--- src/rtl/phy_ctl_pkg.sv ---
package phy_ctl_pkg;
  typedef enum logic [3:0] {
    ST_IDLE,
    ST_ADR_SET,
    ST_ADR_CAP,
    ST_ADR_REL,
    ST_DAT_SET,
    ST_DAT_CAP,
    ST_DAT_REL,
    ST_WR_STB,
    ST_WR_REL,
    ST_RD_STB,
    ST_RD_REL
  } seq_st_e;

  localparam int STROBE_N = 4;
  localparam int STB_CAPA = 0;
  localparam int STB_CAPD = 1;
  localparam int STB_WR   = 2;
  localparam int STB_RD   = 3;
endpackage

--- src/rtl/phy_ctl_sync.sv ---
module phy_ctl_sync #(
  parameter int STAGES = 2
) (
  input  logic clk,
  input  logic rst,
  input  logic async_in,
  output logic sync_out
);
  logic [STAGES-1:0] chain_q;

  always_ff @(posedge clk) begin
    if (rst) chain_q <= '0;
    else     chain_q <= {chain_q[STAGES-2:0], async_in};
  end

  assign sync_out = chain_q[STAGES-1];
endmodule

--- src/rtl/phy_ctl_poll.sv ---
module phy_ctl_poll #(
  parameter int POLL_GAP   = 4,
  parameter int POLL_LIMIT = 10
) (
  input  logic clk,
  input  logic rst,
  input  logic arm,
  input  logic active,
  output logic tick,
  output logic last
);
  localparam int GW = (POLL_GAP > 1) ? $clog2(POLL_GAP) : 1;
  localparam int TW = $clog2(POLL_LIMIT + 1);
  localparam logic [GW-1:0] GAP_RELOAD = GW'(POLL_GAP - 1);
  localparam logic [TW-1:0] LAST_TRY   = TW'(POLL_LIMIT - 1);

  logic [GW-1:0] gap_q;
  logic [TW-1:0] tries_q;

  always_ff @(posedge clk) begin
    if (rst || arm) begin
      gap_q   <= GAP_RELOAD;
      tries_q <= '0;
    end else if (active) begin
      if (gap_q == '0) begin
        gap_q <= GAP_RELOAD;
        if (tries_q != LAST_TRY) tries_q <= tries_q + 1'b1;
      end else begin
        gap_q <= gap_q - 1'b1;
      end
    end
  end

  assign tick = active && (gap_q == '0);
  assign last = (tries_q == LAST_TRY);

  // the poll count of one wait never passes its budget
  assert_poll_budget_R6: assert property (@(posedge clk) disable iff (rst)
    active |-> (tries_q < TW'(POLL_LIMIT)));
endmodule

--- src/rtl/phy_ctl_fsm.sv ---
module phy_ctl_fsm
  import phy_ctl_pkg::*;
#(
  parameter int DATA_W = 16
) (
  input  logic                       clk,
  input  logic                       rst,
  input  logic                       req_valid,
  input  logic                       req_write,
  input  logic [DATA_W-1:0]          req_addr,
  input  logic [DATA_W-1:0]          req_wdata,
  input  logic                       ack_s,
  input  logic                       tick,
  input  logic                       last,
  input  logic [DATA_W-1:0]          phy_rdata,
  output logic                       arm,
  output logic                       active,
  output logic [DATA_W+STROBE_N-1:0] ctl_word,
  output logic                       busy,
  output logic                       done,
  output logic                       timed_out,
  output logic [DATA_W-1:0]          rd_data
);
  localparam int CW = DATA_W + STROBE_N;

  seq_st_e st_q, st_d;
  logic [DATA_W-1:0] addr_q, wdata_q, rd_q;
  logic              wr_q, done_q, err_q;
  logic [CW-1:0]     ctl_q, ctl_d;
  logic              fin, abort, sample, expect_hi, accept;

  function automatic logic [CW-1:0] pack(input logic [STROBE_N-1:0] stb,
                                         input logic [DATA_W-1:0] fld);
    return {stb, fld};
  endfunction

  always_comb begin
    unique case (st_q)
      ST_ADR_CAP, ST_DAT_CAP, ST_WR_STB, ST_RD_STB: expect_hi = 1'b1;
      default:                                       expect_hi = 1'b0;
    endcase
  end

  assign active = (st_q != ST_IDLE) && (st_q != ST_ADR_SET) && (st_q != ST_DAT_SET);
  assign accept = (st_q == ST_IDLE) && req_valid;

  always_comb begin
    st_d   = st_q;
    fin    = 1'b0;
    abort  = 1'b0;
    sample = 1'b0;
    case (st_q)
      ST_IDLE:    if (req_valid) st_d = ST_ADR_SET;
      ST_ADR_SET: st_d = ST_ADR_CAP;
      ST_DAT_SET: st_d = ST_DAT_CAP;
      default: begin
        if (tick) begin
          if (ack_s == expect_hi) begin
            case (st_q)
              ST_ADR_CAP: st_d = ST_ADR_REL;
              ST_ADR_REL: st_d = wr_q ? ST_DAT_SET : ST_RD_STB;
              ST_DAT_CAP: st_d = ST_DAT_REL;
              ST_DAT_REL: st_d = ST_WR_STB;
              ST_WR_STB:  st_d = ST_WR_REL;
              ST_RD_STB:  begin st_d = ST_RD_REL; sample = 1'b1; end
              default:    begin st_d = ST_IDLE;   fin    = 1'b1; end
            endcase
          end else if (last) begin
            st_d  = ST_IDLE;
            abort = 1'b1;
          end
        end
      end
    endcase
  end

  assign arm = (st_d != st_q);

  always_comb begin
    logic [DATA_W-1:0] a_src;
    a_src = (st_q == ST_IDLE) ? req_addr : addr_q;
    case (st_d)
      ST_ADR_SET: ctl_d = pack('0, a_src);
      ST_ADR_CAP: ctl_d = pack(STROBE_N'(1) << STB_CAPA, a_src);
      ST_ADR_REL: ctl_d = pack('0, a_src);
      ST_DAT_SET: ctl_d = pack('0, wdata_q);
      ST_DAT_CAP: ctl_d = pack(STROBE_N'(1) << STB_CAPD, wdata_q);
      ST_DAT_REL: ctl_d = pack('0, wdata_q);
      ST_WR_STB:  ctl_d = pack(STROBE_N'(1) << STB_WR, '0);
      ST_WR_REL:  ctl_d = pack('0, wdata_q);
      ST_RD_STB:  ctl_d = pack(STROBE_N'(1) << STB_RD, '0);
      default:    ctl_d = '0;
    endcase
  end

  always_ff @(posedge clk) begin
    if (rst) begin
      st_q    <= ST_IDLE;
      ctl_q   <= '0;
      addr_q  <= '0;
      wdata_q <= '0;
      wr_q    <= 1'b0;
      rd_q    <= '0;
      done_q  <= 1'b0;
      err_q   <= 1'b0;
    end else begin
      st_q   <= st_d;
      ctl_q  <= ctl_d;
      done_q <= fin || abort;
      if (accept) begin
        addr_q  <= req_addr;
        wdata_q <= req_wdata;
        wr_q    <= req_write;
        err_q   <= 1'b0;
      end
      if (abort)  err_q <= 1'b1;
      if (sample) rd_q  <= phy_rdata;
    end
  end

  assign ctl_word  = ctl_q;
  assign busy      = (st_q != ST_IDLE);
  assign done      = done_q;
  assign timed_out = err_q;
  assign rd_data   = rd_q;

  // never two strobes at once
  assert_strobe_onehot_R1: assert property (@(posedge clk) disable iff (rst)
    $onehot0(ctl_q[CW-1:DATA_W]));
  // idle means a quiet control port
  assert_idle_quiet_R6: assert property (@(posedge clk) disable iff (rst)
    (st_q == ST_IDLE) |-> (ctl_q == '0));
  // the captured request cannot change mid-access
  assert_req_held_R7: assert property (@(posedge clk) disable iff (rst)
    (st_q != ST_IDLE) |=> $stable(addr_q));
  // done is a single-cycle pulse
  assert_done_pulse_R8: assert property (@(posedge clk) disable iff (rst)
    done_q |=> !done_q);
  // the timeout flag only appears with the end pulse
  assert_err_with_done_R8: assert property (@(posedge clk) disable iff (rst)
    $rose(err_q) |-> done_q);
endmodule

--- src/rtl/phy_ctl_seq.sv ---
module phy_ctl_seq
  import phy_ctl_pkg::*;
#(
  parameter int DATA_W     = 16,
  parameter int SYNC_STG   = 2,
  parameter int POLL_GAP   = 4,
  parameter int POLL_LIMIT = 10
) (
  input  logic                       clk,
  input  logic                       rst,
  input  logic                       req_valid,
  input  logic                       req_write,
  input  logic [DATA_W-1:0]          req_addr,
  input  logic [DATA_W-1:0]          req_wdata,
  output logic                       busy,
  output logic                       done,
  output logic                       timed_out,
  output logic [DATA_W-1:0]          rd_data,
  output logic [DATA_W+STROBE_N-1:0] phy_ctl,
  input  logic                       phy_ack,
  input  logic [DATA_W-1:0]          phy_rdata
);
  logic ack_s, tick, last, arm, active;

  phy_ctl_sync #(.STAGES(SYNC_STG)) u_sync (
    .clk(clk), .rst(rst), .async_in(phy_ack), .sync_out(ack_s)
  );

  phy_ctl_poll #(.POLL_GAP(POLL_GAP), .POLL_LIMIT(POLL_LIMIT)) u_poll (
    .clk(clk), .rst(rst), .arm(arm), .active(active), .tick(tick), .last(last)
  );

  phy_ctl_fsm #(.DATA_W(DATA_W)) u_fsm (
    .clk(clk), .rst(rst),
    .req_valid(req_valid), .req_write(req_write),
    .req_addr(req_addr), .req_wdata(req_wdata),
    .ack_s(ack_s), .tick(tick), .last(last), .phy_rdata(phy_rdata),
    .arm(arm), .active(active), .ctl_word(phy_ctl),
    .busy(busy), .done(done), .timed_out(timed_out), .rd_data(rd_data)
  );
endmodule

--- config.mk ---
export PLATFORM = sky130hd
export DESIGN_NAME = phy_ctl_seq
export DESIGN_NICKNAME = d
export VERILOG_FILES = /design/src/rtl/phy_ctl_pkg.sv /design/src/rtl/phy_ctl_sync.sv /design/src/rtl/phy_ctl_poll.sv /design/src/rtl/phy_ctl_fsm.sv /design/src/rtl/phy_ctl_seq.sv
export SDC_FILE = /design/constraint.sdc
export NUM_CORES = 1
export LEC_CHECK = 0
export ABC_CLOCK_PERIOD_IN_PS = 4330
export BUFFER_PORTS_ARGS = -buffer_cell sky130_fd_sc_hd__buf_2
export CAP_MARGIN = 20
export CELL_PAD_IN_SITES_DETAIL_PLACEMENT = 2
export CELL_PAD_IN_SITES_GLOBAL_PLACEMENT = 2
export CORE_MARGIN = 3
export CORE_UTILIZATION = 33
export DETAILED_ROUTE_END_ITERATION = 6
export PLACE_DENSITY_LB_ADDON = 0.1
export SYNTH_ARGS = -nofsm -noshare
export SYNTH_HDL_FRONTEND = slang
export SYNTH_SLANG_ARGS = --single-unit
--- constraint.sdc ---
create_clock -name clk -period 4.33 [get_ports clk]
set_input_delay 0.433 -clock clk [delete_from_list [all_inputs] [get_ports clk]]
set_output_delay 0.433 -clock clk [all_outputs]
set_load 0.1 [all_outputs]
==> impl_metrics.tcl, run 1 <==
set metrics [dict create \
    layout_commonest_cell "nand2_1" \
    grt_max_degree 57 \
    path_max_fanout 21 \
    peakVddDrop_v 0.000245 \
    cp-start-kind "flop" \
    grt_usage_pct 20.3 \
    rsz0062_at_grt "false" \
    numPortBuffers 91 \
    place_inst 658 \
    skew_ns 0.00485 \
    setup-tns-final_ns 0 \
    cap_violations 0 \
    path_clk_slew_ns 0.06 \
    cp-end-kind "flop" \
    finalSetupViolations 0 \
    clock_path_buffers 2 \
    slew_headroom_pct 47.4 \
    die_h_um 114 \
    wl_per_cell_um 18.9 \
    synth_fp_nets 520 \
    reg2regPathDepth 6 \
    drcViolationCount 0 \
    htreeDepth 3 \
    critical_path_arrival_ns 3.26 \
    holdPathStages 2 \
    cts-root-buf "clkbuf_16" \
    stdcell_count 675 \
    diodes 0 \
    antenna_found_initial 1 \
    die_area_um2 13100 \
    ys_async_sr_fraction_pct 0 \
    syn_to_final_growth_pct 20.9 \
    first_global_vias 3963 \
    status "completed" \
    drt_wl_total_um 12800 \
    worst-setup-path-type "reg -> reg" \
    vias 3698 \
    cts_hold_buf 0 \
    place_hpwl_um 8880 \
    gr-total-overflow 0 \
    dr.first_iter.drc_count 88 \
    maxSlewViolCount 0 \
    grt_first_pass_wirelength_um 20900 \
    insertion_delay_ns 0.35 \
    placed_cell_area_um2 4370 \
    timing.hold.ws_ns 0.316 \
    clock.fmax_mhz 329 \
    power_density_nw_per_um2 523 \
    hold_viol 0 \
    avgSynthCellArea_um2 8.35 \
    start_util_pct 34.7 \
    tightest_slew_ns 0.787 \
    netlist_instances 464 \
    final_cell_mix "nand2_1, buf_2, dfxtp_1, a21oi_1" \
    vias_per_cell 5.48 \
    clock_sinks 83 \
    synth_seq_cells 83 \
    setup_ws_ns 1.29 \
    period_needed_ns 3.04 \
    die_w_um 114 \
    required_ns 4.55 \
    cts_setup_buffers 0 \
    synth_cell_types 53 \
    pre_cts_ws_ns 1.27 \
    cts_tree "built" \
    rows 38 \
    final_area_um2 4680 \
    ant_nets 0 \
    yosys_warnings 0 \
    ys_seq_area_share_pct 42.9 \
    syn_area_um2 3870 \
    drive_gt1_share_pct 24.1 \
    hp-class "in -> reg" \
    synth_edf_count 0 \
    layout.nets 586 \
    fin_crit_sh_pct 70.3 \
    p_leak_nw 1.94 \
    cts_buffers 9 \
    io_pins 92 \
    yosys_most_used_dff "dfxtp_1" \
    drt-pass1-iter-count 4 \
    gp_congestion 0.797 \
    cts_resized 0 \
    coreArea_um2 11200 \
]
## per-stage QoR
| stage | power [mW] | util, % |
|---|---|---|
| finish | 2.45 | 41.9 |
| global route | 2.57 | 41.9 |
| CTS | 2.48 | 41.8 |
| detailed placement | 1.64 | 39.1 |
| global placement | 1.62 | 39.1 |
| floorplan | 1.47 | - |
## critical path, cell delays in order, from the launching register on
cell and delay [ns]:
dfxtp_1 0.78, or4b_1 0.53, and4_4 0.24, o211ai_1 0.29, nand3_1 0.58, nand4_1 0.37
o211ai_2 0.12
## worst paths after layout
check,start,end,slack (ns)
setup reg to reg,u_fsm.st_q[1],u_fsm.ctl_word[12],1.29
hold / removal,phy_ack,u_sync.chain_q[0],0.32
setup / recovery,u_fsm.st_q[1],u_fsm.ctl_word[12],1.29
hold reg to reg,u_sync.chain_q[0],u_sync.chain_q[1],0.44
## final cells by class
type | count | area, um^2
inverters | 9 | 33.8
fillers | 1263 | 6490
multi-input cells | 330 | 2000
clock buffers | 12 | 236
repair buffers | 97 | 500
flip-flops and latches | 83 | 1660
clock inverters | 4 | 73.8
well taps | 140 | 175
## logic make-up (layout without fill, tap and decap cells)
logic type | count (synthesis) | in the layout | synth area share, %
AO/OA/AOI/OAI | 119 | 119 | 21.9
XOR/XNOR | 4 | 4 | 0.905
adder cells (fa/ha/maj) | 3 | 3 | 0.969
buffers and inverters | 51 | 122 | 5.56
flip-flops | 83 | 83 | 42.9
multiplexers | 16 | 16 | 4.14
AND/OR/NAND/NOR | 188 | 188 | 23.6
## sequential cells by signal, summed over array words and instances, names as in the netlist
name	cells
u_fsm.done	1
u_fsm.ctl_word	20
u_sync.chain_q	2
u_fsm.st_q	4
u_fsm.wdata_q	16
u_fsm.wr_q	1
u_fsm.rd_data	16
u_fsm.addr_q	16
u_poll.tries_q	4
u_poll.gap_q	2
u_fsm.timed_out	1
## report_power, final
group,switching [mW],internal [mW]
Sequential,0.0668,0.835
Clock,0.317,0.507
Combinational,0.533,0.187
Total,0.917,1.53
## cells in the mapped netlist (2+ instances only)
| master | count | area share, % |
|---|---|---|
| a2bb2oi_1 | 2 | 0.45 |
| inv_1 | 9 | 0.87 |
| buf_6 | 2 | 0.58 |
| nand3_1 | 7 | 0.90 |
| nand4_1 | 17 | 2.7 |
| o21ai_0 | 4 | 0.52 |
| xor2_1 | 3 | 0.68 |
| nand2_1 | 112 | 11 |
| o211ai_2 | 10 | 3.2 |
| o22ai_1 | 2 | 0.32 |
| buf_1 | 2 | 0.19 |
| nand2b_1 | 6 | 0.97 |
| buf_2 | 7 | 0.90 |
| mux2i_1 | 16 | 4.1 |
| o2111ai_1 | 17 | 3.8 |
| and3_1 | 4 | 0.65 |
| ha_1 | 3 | 0.97 |
| clkbuf_1 | 31 | 3.0 |
| nor3_1 | 7 | 0.90 |
| a21oi_1 | 58 | 7.5 |
| dfxtp_1 | 83 | 43 |
| o211a_1 | 2 | 0.52 |
| nand3b_1 | 5 | 0.97 |
| nor2_1 | 9 | 0.87 |
| and2_1 | 3 | 0.48 |
| nor4_1 | 3 | 0.48 |
| nand4bb_1 | 3 | 0.87 |
| a211o_1 | 2 | 0.45 |
| nor2b_1 | 3 | 0.48 |
| o211ai_1 | 9 | 1.7 |
## layer usage
| layer | track usage [%] | up-vias | part of all wire, % | wire (um) |
|---|---|---|---|---|
| li1 | - | 1783 | - | - |
| met1 | 25.8 | 1817 | 44 | 5660 |
| met2 | 33.8 | 76 | 49 | 6280 |
| met3 | 4.12 | 20 | 4.4 | 563 |
| met4 | 8.00 | 2 | 2.0 | 253 |
| met5 | 0 | - | 0.070 | 9 |
No activity file was read; power rests on OpenSTA's default activity.
==> run 2, diff against run 1 <==
- ABC_CLOCK_PERIOD_IN_PS: 4330 -> 3170
- CORE_UTILIZATION: 33 -> 31
- clock period: 4.33 -> 3.17 ns (I/O delays scaled with it)
==> run 2 against run 1 <==
  * Wire length is 0.99% lower
  * Clock power is 43% higher
  * Total power is 40% higher
  * Setup slack worse by 0.99 ns
  * Clock skew is 0.0020 ns higher
  * Hold slack worse by 0.12 ns
  * Register-to-register slack worse by 0.99 ns
  * Via count hardly changed
  * Final area is 2.6% higher
==> impl_metrics.tcl, run 2 (synthesis results as in run 1) <==
set metrics [dict create \
    drive_gt1_share_pct 25.8 \
    grt_first_pass_wirelength_um 21000 \
    drcViolationCount 0 \
    p_seq_share_pct 35.6 \
    path_max_fanout 23 \
    die_h_um 118 \
    vias 3699 \
    power_frac_clock_pct 34.5 \
    skew_ns 0.00687 \
    cts_hold_buf 0 \
    io_pins 92 \
    p_int_mw 2.15 \
    period_needed_ns 2.87 \
    power_frac_comb_pct 29.9 \
    die_area_um2 13900 \
    switching_share_pct 37.2 \
    syn_to_final_growth_pct 24.0 \
    wl_per_cell_um 17.8 \
    gp_congestion 0.804 \
    dr.first_iter.drc_count 107 \
    rows 40 \
    path_clk_slew_ns 0.06 \
    p_leak_nw 2.00 \
    die_w_um 118 \
    clock_path_buffers 2 \
    place_hpwl_um 8660 \
    fin_crit_sh_pct 90.6 \
    cp-end-kind "flop" \
    drt-pass1-iter-count 4 \
    cap_violations 0 \
    hold_viol 0 \
    first_global_vias 4022 \
    ant_nets 0 \
    maxSlewViolCount 0 \
    clock.fmax_mhz 348 \
    slew_headroom_pct 47.2 \
    cts_tree "built" \
    grt_usage_pct 18.7 \
    worst-setup-path-type "reg -> reg" \
    required_ns 3.39 \
    critical_path_arrival_ns 3.09 \
    place_inst 695 \
    htreeDepth 3 \
    cts_resized 0 \
    drt_wl_total_um 12600 \
    peakVddDrop_v 0.000300 \
    antenna_found_initial 0 \
    setup-tns-final_ns 0 \
    holdPathStages 2 \
    layout.nets 594 \
    start_util_pct 32.0 \
    stdcell_count 711 \
    hp-class "in -> reg" \
    r2r_slack_ns 0.30 \
    status "completed" \
    vias_per_cell 5.20 \
    switchingPower_mw 1.27 \
    finalSetupViolations 0 \
    final_cell_mix "nand2_1, buf_2, dfxtp_1, a21oi_1" \
    cts-root-buf "clkbuf_16" \
    fillers 1409 \
    cts_setup_buffers 0 \
    gr-total-overflow 0 \
    grt_max_degree 51 \
    tightest_slew_ns 0.790 \
    diodes 0 \
    final_util_pct 39.7 \
    largest_reg_flops 20 \
    cp-start-kind "flop" \
    rsz0062_at_grt "false" \
    reg2regPathDepth 7 \
    coreArea_um2 12100 \
    cts_buffers 9 \
    power_density_nw_per_um2 713 \
    layout_commonest_cell "nand2_1" \
    numPortBuffers 91 \
    clock_sinks 83 \
    insertion_delay_ns 0.34 \
]
==> run 2: cell type report <==
type	instances	area (um^2)	share of cell area [%]
Sequential cell	83	1660	34.6
Inverter	9	33.8	0.703
Clock buffer	11	253	5.26
Timing Repair Buffer	105	561	11.7
Tap cell	168	210	4.38
Multi-Input combinational cell	330	2000	41.7
Clock inverter	5	82.6	1.72
==> run 2: worst max-delay path, stage by stage (launching register included) <==
cell and delay [ns]:
dfxtp_1 0.81, or4bb_1 0.48, and4_4 0.21, o211ai_1 0.36, nand3_1 0.38, buf_4 0.31
nand4_1 0.11, o211ai_2 0.10
==> run 2: final timing paths <==
check | endpoint | from
max | u_fsm.ctl_word[15] | u_fsm.st_q[0]
min | u_sync.chain_q[0] | phy_ack
max reg2reg | u_fsm.ctl_word[15] | u_fsm.st_q[0]
min reg2reg | u_sync.chain_q[1] | u_sync.chain_q[0]
==> run 2: power by group through the flow <==
stage	logic (mW)	registers, mW	clock network (mW)
after floorplan	0.544	1.47	0
after CTS	1.04	1.22	1.22
after detailed placement	1.03	1.24	0
final	1.03	1.22	1.18
after global routing	1.11	1.23	1.26
after global placement	1.01	1.24	0
==> run 2: per-layer routing <==
layer | vias up | GRT usage, % | part of all wire (%)
li1 | 1802 | - | -
met1 | 1832 | 23.6 | 46
met5 | - | 0 | 0
met2 | 56 | 31.3 | 49
met3 | 9 | 4.95 | 4.3
met4 | 0 | 5.20 | 1.0
==> run 2: metrics by stage <==
stage | hold slack [ns] | power, mW | instance area, um^2 | setup WS, ns
global route | 0.211 | 3.60 | 4800 | 0.0798
detailed placement | 0.435 | 2.27 | 4470 | 0.344
global placement | 0.426 | 2.25 | 4470 | 0.479
CTS | 0.183 | 3.47 | 4800 | 0.315
floorplan | 0.414 | 2.01 | 3870 | 0.681
finish | 0.193 | 3.43 | 4800 | 0.299
==> run 3, diff against run 2 <==
- MAX_ROUTING_LAYER: unset -> met4
- TNS_END_PERCENT: unset -> 1
==> run 3 against run 2 <==
  * Wire length increased by 0.12%
  * Final cell count unchanged
  * Clock power about the same
  * Count of clock-buffer cells in the layout unchanged
  * Core utilization unchanged
  * Critical endpoint unchanged
  * Largest power group unchanged
  * Highest routed layer unchanged
==> impl_metrics.tcl, run 3 (synthesis results as in run 1) <==
set metrics [dict create \
    cts_buffers 9 \
    final_cell_mix "nand2_1, buf_2, dfxtp_1, a21oi_1" \
    final_util_pct 39.7 \
    status "completed" \
    cts_setup_buffers 0 \
    gr-usage-met1_pct 23.9 \
    ant_nets 0 \
    path_depth 7 \
    finalSetupViolations 0 \
    htreeDepth 3 \
    place_hpwl_um 8660 \
    cts_hold_buf 0 \
    syn_to_final_growth_pct 24.0 \
    layout.nets 594 \
    cts_tree "built" \
    vias_per_cell 5.24 \
    drcViolationCount 0 \
    switchingPower_mw 1.27 \
    hp-class "in -> reg" \
    maxSlewViolCount 0 \
    clock.fmax_mhz 348 \
    die_area_um2 13900 \
    power_frac_comb_pct 29.9 \
    start_util_pct 32.0 \
    fin_crit_sh_pct 90.7 \
    timing.hold.ws_ns 0.193 \
    p_seq_share_pct 35.6 \
    wl_per_cell_um 17.8 \
    pre_cts_ws_ns 0.344 \
    path_clk_slew_ns 0.06 \
    holdPathStages 2 \
    grt_max_degree 51 \
    first_global_vias 4029 \
    drive_gt1_share_pct 25.8 \
    tightest_slew_ns 0.808 \
    cp-end-kind "flop" \
    required_ns 3.39 \
    critPathTopFamily "simple AND/OR/NAND/NOR gates" \
    grt_usage_pct 19.2 \
    worst-setup-path-type "reg -> reg" \
    dr.first_iter.drc_count 119 \
    path_max_fanout 23 \
    power_frac_clock_pct 34.5 \
    slew_headroom_pct 46.1 \
    power_density_nw_per_um2 713 \
    crit_chain "or4bb_1 -> and4_4 -> o211ai_1 -> nand3_1 -> buf_4 -> nand4_1 -> o211ai_2" \
    globalRouteMet2Util_pct 31.3 \
    vias 3725 \
    clock_sinks 83 \
    worst_path_largest_cell_delay_ns 0.81 \
    insertion_delay_ns 0.35 \
    gp_congestion 0.815 \
    fillers 1409 \
    crit_buf_inv 1 \
    antenna_found_initial 0 \
    peakVddDrop_v 0.000300 \
    cts-root-buf "clkbuf_16" \
    gr-total-overflow 0 \
    die_w_um 118 \
    cap_violations 0 \
    coreArea_um2 12100 \
    layout_commonest_cell "nand2_1" \
    period_needed_ns 2.87 \
    cp_slowest_cell "dfxtp_1" \
    diodes 0 \
    cp-start-kind "flop" \
    critical_path_arrival_ns 3.10 \
    rows 40 \
    numPortBuffers 91 \
    grt_most_used_layer "met2" \
    drt-pass1-iter-count 4 \
    largest_reg_flops 20 \
    setup-tns-final_ns 0 \
    io_pins 92 \
    skew_ns 0.00758 \
    reg2regPathDepth 7 \
    p_int_mw 2.15 \
    cts_resized 0 \
    grt_first_pass_wirelength_um 21000 \
    p_leak_nw 2.00 \
    met3_usage_pct 4.52 \
    clock_path_buffers 2 \
    rsz0062_at_grt "false" \
    hold_viol 0 \
    drt_wl_total_um 12700 \
    die_h_um 118 \
    switching_share_pct 37.2 \
    setup_ws_ns 0.295 \
]
==> run 3: cell counts in the layout (fill, tap and decap cells not counted) <==
No cell type changed its count.
==> run 3: final cells by class <==
type	instances	area (um^2)	share of cell area (%)
multi-input cells	330	2000	41.7
clock inverters	5	82.6	1.72
inverters	9	33.8	0.703
clock buffers	11	253	5.26
flip-flops and latches	83	1660	34.6
repair buffers	105	561	11.7
well taps	168	210	4.38
==> run 3: stage by stage <==
| stage | area, um^2 | power, mW | cells |
|---|---|---|---|
| 2_1_floorplan | 3870 | 2.01 | 464 |
| 3_3_place_gp | 4470 | 2.25 | 695 |
| 3_5_place_dp | 4470 | 2.27 | 695 |
| 4_1_cts | 4800 | 3.47 | 711 |
| 5_1_grt | 4800 | 3.60 | 711 |
| 6_report | 4800 | 3.43 | 711 |
==> run 3: worst paths after layout <==
| check | start | to | slack [ns] |
|---|---|---|---|
| max reg2reg | u_fsm.st_q[0] | u_fsm.ctl_word[15] | 0.30 |
| min | phy_ack | u_sync.chain_q[0] | 0.19 |
| max | u_fsm.st_q[0] | u_fsm.ctl_word[15] | 0.30 |
| min reg2reg | u_sync.chain_q[0] | u_sync.chain_q[1] | 0.44 |
==> run 3: worst reg2reg max path, stage by stage (launching register included) <==
cell,delay (ns)
dfxtp_1,0.81
or4bb_1,0.48
and4_4,0.21
o211ai_1,0.36
nand3_1,0.38
buf_4,0.31
nand4_1,0.12
o211ai_2,0.10
==> run 3: metal layers <==
metal  up-vias  share of wire, %
met1      1846                46
met3        12               4.1
met4         0               1.1
met5         -                 0
met2        64                48
li1       1803                 -
==> run 3: power groups by stage <==
stage          combinational, mW  clock (mW)  sequential (mW)
2_1_floorplan              0.544           0             1.47
3_3_place_gp                1.01           0             1.24
3_5_place_dp                1.03           0             1.24
4_1_cts                     1.04        1.22             1.22
5_1_grt                     1.11        1.26             1.23
6_report                    1.02        1.18             1.22
